$ cat src/rtl/lps_pkg.sv
package lps_pkg;
  typedef enum logic [2:0] {
    ST_NORMAL  = 3'd0,
    ST_SELFREF = 3'd1,
    ST_PD_PRE  = 3'd2,
    ST_PD_ACT  = 3'd3,
    ST_EXIT    = 3'd4
  } lpsState_e;

  typedef struct packed {
    logic issueSr;
    logic issuePd;
    logic issueExit;
    logic passUser;
  } lpsStrobe_t;

  // {csN, rasN, casN, weN}
  localparam logic [3:0] CMD_NOP   = 4'b0111;
  localparam logic [3:0] CMD_DESEL = 4'b1111;
  localparam logic [3:0] CMD_SREF  = 4'b0001;
  localparam logic [3:0] CMD_READ  = 4'b0101;
endpackage

$ cat src/rtl/lps_ctrl.sv
module lps_ctrl
  import lps_pkg::*;
#(
  parameter int NUM_BANKS = 4,
  parameter int XSRD_CYC  = 200,
  parameter int XSNR_CYC  = 10,
  parameter int DLL_CYC   = 200
) (
  input  logic                 clk,
  input  logic                 rstN,
  input  logic                 reqSelfRefresh,
  input  logic                 reqPowerDown,
  input  logic                 reqExit,
  input  logic                 dllOffReq,
  input  logic [NUM_BANKS-1:0] bankOpen,
  input  logic                 burstActive,
  input  logic                 refreshDue,
  input  logic                 cmdValid,
  input  logic                 cmdIsRead,
  output logic                 cmdReady,
  output lpsStrobe_t           strobe,
  output lpsState_e            state,
  output logic                 dllEnableReq,
  output logic                 exitRequired
);
  localparam int MAX_AB = (XSRD_CYC > XSNR_CYC) ? XSRD_CYC : XSNR_CYC;
  localparam int MAX_C  = (MAX_AB > DLL_CYC) ? MAX_AB : DLL_CYC;
  localparam int CW     = $clog2(MAX_C + 1);

  logic [CW-1:0] cmdWait, readWait;
  logic          dllOffQ;
  logic          inPd, inLow;

  assign inPd  = (state == ST_PD_PRE) || (state == ST_PD_ACT);
  assign inLow = inPd || (state == ST_SELFREF);

  always_comb begin
    strobe.issueSr   = (state == ST_NORMAL) && reqSelfRefresh && !burstActive;
    strobe.issuePd   = (state == ST_NORMAL) && !reqSelfRefresh && reqPowerDown && !burstActive;
    strobe.issueExit = inLow && reqExit;
    unique case (state)
      ST_NORMAL: cmdReady = !(strobe.issueSr || strobe.issuePd);
      ST_EXIT:   cmdReady = (cmdWait == '0) && (!cmdIsRead || readWait == '0);
      default:   cmdReady = 1'b0;
    endcase
    strobe.passUser = cmdValid && cmdReady;
  end

  assign exitRequired = inPd && refreshDue;

  always_ff @(posedge clk) begin
    if (!rstN) begin
      state        <= ST_NORMAL;
      cmdWait      <= '0;
      readWait     <= '0;
      dllOffQ      <= 1'b0;
      dllEnableReq <= 1'b0;
    end else begin
      dllEnableReq <= strobe.issueExit && inPd && dllOffQ;
      unique case (state)
        ST_NORMAL: begin
          if (strobe.issueSr) begin
            state <= ST_SELFREF;
          end else if (strobe.issuePd) begin
            state   <= (|bankOpen) ? ST_PD_ACT : ST_PD_PRE;
            dllOffQ <= dllOffReq;
          end
        end
        ST_SELFREF: begin
          if (reqExit) begin
            state    <= ST_EXIT;
            cmdWait  <= CW'(XSNR_CYC - 1);
            readWait <= CW'(XSRD_CYC - 1);
          end
        end
        ST_PD_PRE, ST_PD_ACT: begin
          if (reqExit) begin
            state    <= ST_EXIT;
            cmdWait  <= '0;
            readWait <= dllOffQ ? CW'(DLL_CYC - 1) : '0;
          end
        end
        default: begin
          if (cmdWait != '0)  cmdWait  <= cmdWait - 1'b1;
          if (readWait != '0) readWait <= readWait - 1'b1;
          if (cmdWait == '0 && readWait == '0) begin
            state   <= ST_NORMAL;
            dllOffQ <= 1'b0;
          end
        end
      endcase
    end
  end
endmodule

$ cat src/rtl/lps_pins.sv
module lps_pins
  import lps_pkg::*;
(
  input  logic       clk,
  input  logic       rstN,
  input  lpsStrobe_t strobe,
  input  logic [3:0] userCmd,
  output logic       ddrCke,
  output logic [3:0] ddrCmd
);
  always_ff @(posedge clk) begin
    if (!rstN) begin
      ddrCke <= 1'b1;
      ddrCmd <= CMD_NOP;
    end else if (strobe.issueSr) begin
      ddrCke <= 1'b0;
      ddrCmd <= CMD_SREF;
    end else if (strobe.issuePd) begin
      ddrCke <= 1'b0;
      ddrCmd <= CMD_DESEL;
    end else if (strobe.issueExit) begin
      ddrCke <= 1'b1;
      ddrCmd <= CMD_DESEL;
    end else if (!ddrCke) begin
      ddrCmd <= CMD_DESEL;
    end else if (strobe.passUser) begin
      ddrCmd <= userCmd;
    end else begin
      ddrCmd <= CMD_NOP;
    end
  end
endmodule

$ cat src/rtl/ddr_lp_seq.sv
module ddr_lp_seq
  import lps_pkg::*;
#(
  parameter int NUM_BANKS = 4,
  parameter int XSRD_CYC  = 200,
  parameter int XSNR_CYC  = 10,
  parameter int DLL_CYC   = 200
) (
  input  logic                 clk,
  input  logic                 rstN,
  input  logic                 reqSelfRefresh,
  input  logic                 reqPowerDown,
  input  logic                 reqExit,
  input  logic                 dllOffReq,
  input  logic [NUM_BANKS-1:0] bankOpen,
  input  logic                 burstActive,
  input  logic                 refreshDue,
  input  logic                 cmdValid,
  input  logic [3:0]           cmdCode,
  output logic                 cmdReady,
  output logic                 ddrCke,
  output logic                 ddrCsN,
  output logic                 ddrRasN,
  output logic                 ddrCasN,
  output logic                 ddrWeN,
  output logic [2:0]           lpState,
  output logic                 dllEnableReq,
  output logic                 exitRequired
);
  lpsStrobe_t strobe;
  lpsState_e  state;
  logic [3:0] ddrCmd;

  lps_ctrl #(
    .NUM_BANKS(NUM_BANKS), .XSRD_CYC(XSRD_CYC),
    .XSNR_CYC(XSNR_CYC), .DLL_CYC(DLL_CYC)
  ) u_ctrl (
    .clk(clk), .rstN(rstN),
    .reqSelfRefresh(reqSelfRefresh), .reqPowerDown(reqPowerDown),
    .reqExit(reqExit), .dllOffReq(dllOffReq), .bankOpen(bankOpen),
    .burstActive(burstActive), .refreshDue(refreshDue),
    .cmdValid(cmdValid), .cmdIsRead(cmdCode == CMD_READ),
    .cmdReady(cmdReady), .strobe(strobe), .state(state),
    .dllEnableReq(dllEnableReq), .exitRequired(exitRequired)
  );

  lps_pins u_pins (
    .clk(clk), .rstN(rstN), .strobe(strobe), .userCmd(cmdCode),
    .ddrCke(ddrCke), .ddrCmd(ddrCmd)
  );

  assign {ddrCsN, ddrRasN, ddrCasN, ddrWeN} = ddrCmd;
  assign lpState = state;
endmodule

$ cat config.mk
export PLATFORM = sky130hd
export DESIGN_NAME = ddr_lp_seq
export DESIGN_NICKNAME = d
export VERILOG_FILES = /design/src/rtl/lps_pkg.sv /design/src/rtl/lps_ctrl.sv /design/src/rtl/lps_pins.sv /design/src/rtl/ddr_lp_seq.sv
export SDC_FILE = /design/constraint.sdc
export NUM_CORES = 1
export LEC_CHECK = 0
export BUFFER_PORTS_ARGS = -buffer_cell sky130_fd_sc_hd__buf_2
export CORE_MARGIN = 3
export CORE_UTILIZATION = 55
export DETAILED_ROUTE_END_ITERATION = 8
export PLACE_DENSITY_LB_ADDON = 0.1
export SLEW_MARGIN = 30
export SYNTH_ARGS = -nofsm -noshare
export SYNTH_HDL_FRONTEND = slang
export SYNTH_SLANG_ARGS = --single-unit
$ cat constraint.sdc
create_clock -name clk -period 2.2 [get_ports clk]
set_input_delay 0.44 -clock clk [delete_from_list [all_inputs] [get_ports clk]]
set_output_delay 0.44 -clock clk [all_outputs]
set_load 0.01 [all_outputs]
==> results.cfg, run 1 <==
[critical_path]
required_ps = 1760
critical_path.top_delay_family = simple AND/OR/NAND/NOR gates
start_kind = flop
r2r_slack_ps = 100
endpoint_kind = primary output
critPathArrivalTime_ps = 1750
cp_max_fo = 2
worst-path-buf-inv = 2
max_stage_delay_ps = 480
cp_slowest_cell = or4bb_4
crit_type = flop to primary output
path_cells = inv_2, ha_4, or4bb_4, nor2_4, a21oi_2, nor2_1, buf_2

[floorplanning]
pin_count = 28
die_w_um = 59.2
start_util = 0.601
die_y_um = 59.2
core_area_mm2 = 0.00259
dieArea_mm2 = 0.00351
fp-row-count = 18

[global_route]
antenna_found_initial = 0
grt_pass1_vias = 1381
grt_usage = 0.228
grt_max_degree = 21
gr-total-overflow = 0
grt_first_pass_wirelength_um = 6190

[drt]
drt_first_pass_iters = 4
ant_nets = 0
wirelength_um = 3900
vias_per_cell = 6.29
drtIter0Drc = 104
drt_drc_violations_left = 0
vias = 1529
wl_per_cell_um = 16.0

[timing]
finalHoldViolCount = 0
fin_crit_sh = 0.995
skew_ps = 1.29
min_period_ps = 2190
drv_slew = 0
tightest_slew_ps = 741
finalSetupViolations = 0
fin_tns_setup_ps = 0
max_freq_ghz = 0.457
rsz0062_at_grt = true
hold_ws_ps = 311
max-slew-margin-rel = 0.503

[clocking]
clkTransAtPathRegs_ps = 130
cts_root_buffer = clkbuf_4
cts_sinks = 26
cts_buffer_depth = 2
ctsHoldBuffers = 0
cts_buffers = 3
htree_num_levels = 1
cts_tree = done
clk-insertion-delay-late_ps = 310

[synthesis]
post-synth-top-area-cell = dfxtp_1
ys_warn_count = 0
synth-edff-count = 0
synth_cells = 179
syn_nets = 200
synth_cell_types = 55
ys.flop_type = dfxtp_1
ys_seq_area_frac = 0.334
async_flop_share = 0
synth-seq-cells = 26
syn_avg_cell_area_um2 = 8.70
ys_top_cells_by_area = dfxtp_1, a2111o_1, nand2_1, o2111ai_1, ha_1
yosys.area.top_type_share = 0.334
syn-cell-area_mm2 = 0.00156

[pwr]
p_per_area_mw_per_mm2 = 1250
peakVddDrop_mv = 0.931
p_leak_nw = 0.783

[placement]
port_buffers = 27
dp_hpwl_um = 2750
routabilityCongestion = 0.862

[final_layout]
drive_above_1_share = 0.357
syn_to_final_growth_pct = 17.9
layout_common_cells = buf_2, dfxtp_1, nand2_1
fin_nets = 236
final_common_cell = buf_2
diodes = 0

[job]
maxCapViolCount = 0

[run_status]
status = complete, no violations

[hold_path]
hold_path_class = input pin to flop
## power by group
group | internal (mW) | switching, mW | total, mW
registers | 0.608 | 0.146 | 0.754
clock network | 0.0641 | 0.135 | 0.199
logic | 0.633 | 0.702 | 1.34
total | 1.30 | 0.983 | 2.29
## state kept, by name, summed over array words and instances (netlist names)
name / cells
u_pins.ddrCmd: 4
u_ctrl.cmdWait: 8
u_ctrl.dllEnableReq: 1
u_ctrl.readWait: 8
u_ctrl.dllOffQ: 1
u_ctrl.state: 3
u_pins.ddrCke: 1
## cell usage after synthesis (all sizes together), types with 2 or more instances
master and count:
clkbuf 6, dfxtp 26, a211oi 3, buf 4
o2111ai 6, nand3 8, a21oi 9, o311ai 3
o22ai 5, or3 6, a2111o 6, a31oi 2
o31a 2, o21bai 2, mux2i 4, inv 9
o21ai 4, and2 2, ha 4, nor3 2
or4 5, nand2 18, or2 6, o2111a 2
nand2b 2, nor4 2, nor2 12, o311a 2
## stage by stage
stage                     cell area [um^2]  instances  power [mW]  utilization  setup WS [ps]
after global placement                1710        232        1.84        0.659            203
after floorplan                       1560        179        1.62            -            311
after CTS                             1780        238        2.16        0.688           8.53
after global routing                  1840        243        2.48        0.709          -71.7
final                                 1840        243        2.29        0.709           12.1
after detailed placement              1710        232        1.90        0.659            146
## area by class of cell
| cell class | count | area [um^2] |
|---|---|---|
| sequential | 26 | 527 |
| tap | 30 | 37.5 |
| timing repair buffer | 41 | 240 |
| clock buffer | 3 | 22.5 |
| inverter | 10 | 37.5 |
| multi-input combinational | 133 | 972 |
| fill | 194 | 753 |
## final timing paths
path	endpoint	from	cells past startpoint
worst min-delay path	u_pins.ddrCmd[0]	cmdCode[0]	2
worst max-delay path	cmdReady	u_ctrl.cmdWait[0]	7
worst max register to register	u_pins.ddrCmd[0]	u_ctrl.cmdWait[0]	8
worst min register to register	u_ctrl.dllEnableReq	u_ctrl.dllOffQ	2
## timing repair
| action | CTS | global route |
|---|---|---|
| buffers inserted | 3 | 5 |
| pin swaps | 3 | 6 |
| setup endpoints to repair | 1 | 1 |
| endpoints found under the hold margin | 0 | 0 |
| resized for setup | 11 | 7 |
## kinds of logic (layout without fill, tap and decap cells)
logic type	Yosys count	after routing	synth area share
buffers and inverters	20	54	0.0683
adders and majority gates	4	4	0.0321
and+or+nand+nor	72	72	0.258
muxes	4	4	0.0257
DFF	26	26	0.334
AOI/OAI and AO/OA	53	53	0.282
## layer usage
metal / routed length (um) / vias up / global-route usage
met2: 1980 / 52 / 0.379
met1: 1680 / 719 / 0.306
li1: - / 754 / -
met5: 0 / - / 0
met3: 198 / 4 / 0.0196
met4: 40 / 0 / 0.0777
Power figures use the tool's default switching activity.
==> run 2: changes to the inputs <==
--- a/config.mk
+++ b/config.mk
@@ -9,8 +9,10 @@
 export CORE_MARGIN = 3
 export CORE_UTILIZATION = 55
 export DETAILED_ROUTE_END_ITERATION = 8
+export GPL_TIMING_DRIVEN = 0
 export PLACE_DENSITY_LB_ADDON = 0.1
 export SLEW_MARGIN = 30
 export SYNTH_ARGS = -nofsm -noshare
 export SYNTH_HDL_FRONTEND = slang
 export SYNTH_SLANG_ARGS = --single-unit
+export TNS_END_PERCENT = 10
==> results.cfg, run 2 (synthesis results as in run 1) <==
[run_status]
status = complete, but fails checks
violations = setup timing

[clocking]
htree_num_levels = 1
cts_root_buffer = clkbuf_4
cts_buffers = 3
cts_buffer_depth = 2
cts_tree = done
cts_sinks = 26
clk-insertion-delay-late_ps = 320
clkTransAtPathRegs_ps = 140

[drt]
drt_first_pass_iters = 4
vias_per_cell = 6.50
wl_per_cell_um = 17.0
vias = 1619
drt_drc_violations_left = 0
drtIter0Drc = 107
ant_nets = 0
wirelength_um = 4220

[timing]
tightest_slew_ps = 741
min_period_ps = 2200
skew_ps = 3.44
setup_ws_ps = -1.09
fin_crit_sh = 1.00
max-slew-margin-rel = 0.502
drv_slew = 0
finalSetupViolations = 1
rsz0062_at_grt = true
max_freq_ghz = 0.454
finalHoldViolCount = 0

[placement]
dp_hpwl_um = 2860
port_buffers = 27
routabilityCongestion = 0.871
post-place-ws_ps = 136

[final_layout]
diodes = 0
fin_nets = 241
layout_common_cells = buf_2, dfxtp_1, nand2_1
reg.largest.list = u_ctrl.cmdWait x8, u_ctrl.readWait x8, u_pins.ddrCmd x4
drive_above_1_share = 0.361
utilization = 0.732
final_common_cell = buf_2
syn_to_final_growth_pct = 21.8

[hold_path]
holdPathStages = 2
hold_path_class = input pin to flop

[critical_path]
endpoint_kind = primary output
regToRegEndpoint = u_ctrl.state[0]
worst_r2r_path_depth = 5
r2r_slack_ps = 150
setup.worst_path.end = cmdReady
crit_type = flop to primary output
critPathArrivalTime_ps = 1760
cp_max_fo = 2
start_kind = flop
crit_start = u_ctrl.cmdWait[1]
required_ps = 1760
r2r_start = u_ctrl.readWait[4]

[floorplanning]
pin_count = 28
die_w_um = 59.2
start_util = 0.601
fp-row-count = 18
die_y_um = 59.2
core_area_mm2 = 0.00259
dieArea_mm2 = 0.00351

[global_route]
grt_first_pass_wirelength_um = 7030
grt_max_degree = 15
grt_pass1_vias = 1508
gr-total-overflow = 0
grt_usage = 0.258
antenna_found_initial = 0

[pwr]
p_per_area_mw_per_mm2 = 1260
peakVddDrop_mv = 0.854
p_leak_nw = 0.808
power_mw = 2.38

[job]
maxCapViolCount = 0
==> run 2: worst min-delay path by stage <==
| stage | from | endpoint |
|---|---|---|
| 3_3_place_gp | u_ctrl.dllOffQ | u_ctrl.dllEnableReq |
| 2_1_floorplan | u_ctrl.dllOffQ | u_ctrl.dllEnableReq |
| 6_report | cmdCode[0] | u_pins.ddrCmd[0] |
| 5_1_grt | cmdCode[0] | u_pins.ddrCmd[0] |
| 4_1_cts | cmdCode[0] | u_pins.ddrCmd[0] |
| 3_5_place_dp | u_ctrl.dllOffQ | u_ctrl.dllEnableReq |
==> run 2: cell type report <==
cell class | count | area, um^2
plain buffers | 9 | 63.8
clock buffers | 4 | 36.3
fillers | 194 | 693
inverters | 10 | 40.0
multi-input cells | 133 | 978
flip-flops and latches | 26 | 531
well taps | 30 | 37.5
repair buffers | 37 | 210
==> run 2: power breakdown <==
group	internal (mW)	switching (mW)	total, mW
Combinational	0.644	0.763	1.41
Sequential	0.611	0.119	0.730
Clock	0.101	0.145	0.247
Total	1.36	1.03	2.38
==> run 2: metal layers <==
layer  GRT usage  part of all wire
met1       0.345              0.43
met2       0.401              0.47
met3      0.0414             0.075
met4       0.123             0.026
met5           0                 0
==> run 2: through the flow <==
step	hold WS, ps	cells	setup TNS, ps	area [um^2]
after floorplan	419	179	0	1560
after global placement	449	236	0	1730
after detailed placement	448	236	0	1730
after CTS	314	249	-18.9	1880
after global routing	297	249	-73.4	1900
final	314	249	-1.09	1900
==> run 2: worst max-delay path, cell delays in order, from the launching register on <==
cell and delay, ps:
dfxtp_2 360, inv_2 70, ha_4 130, or4bb_4 470, nor2_4 120, a21oi_2 60, nor2_1 90, buf_2 140
==> run 2: what timing repair did <==
item / 4_1_cts / 5_1_grt
endpoints found under the setup margin: 1 / 3
cloned: 0 / 0
buffers inserted: 9 / 1
hold buffers: 0 / 0
pin swaps: 7 / 4
resized for setup: 17 / 7
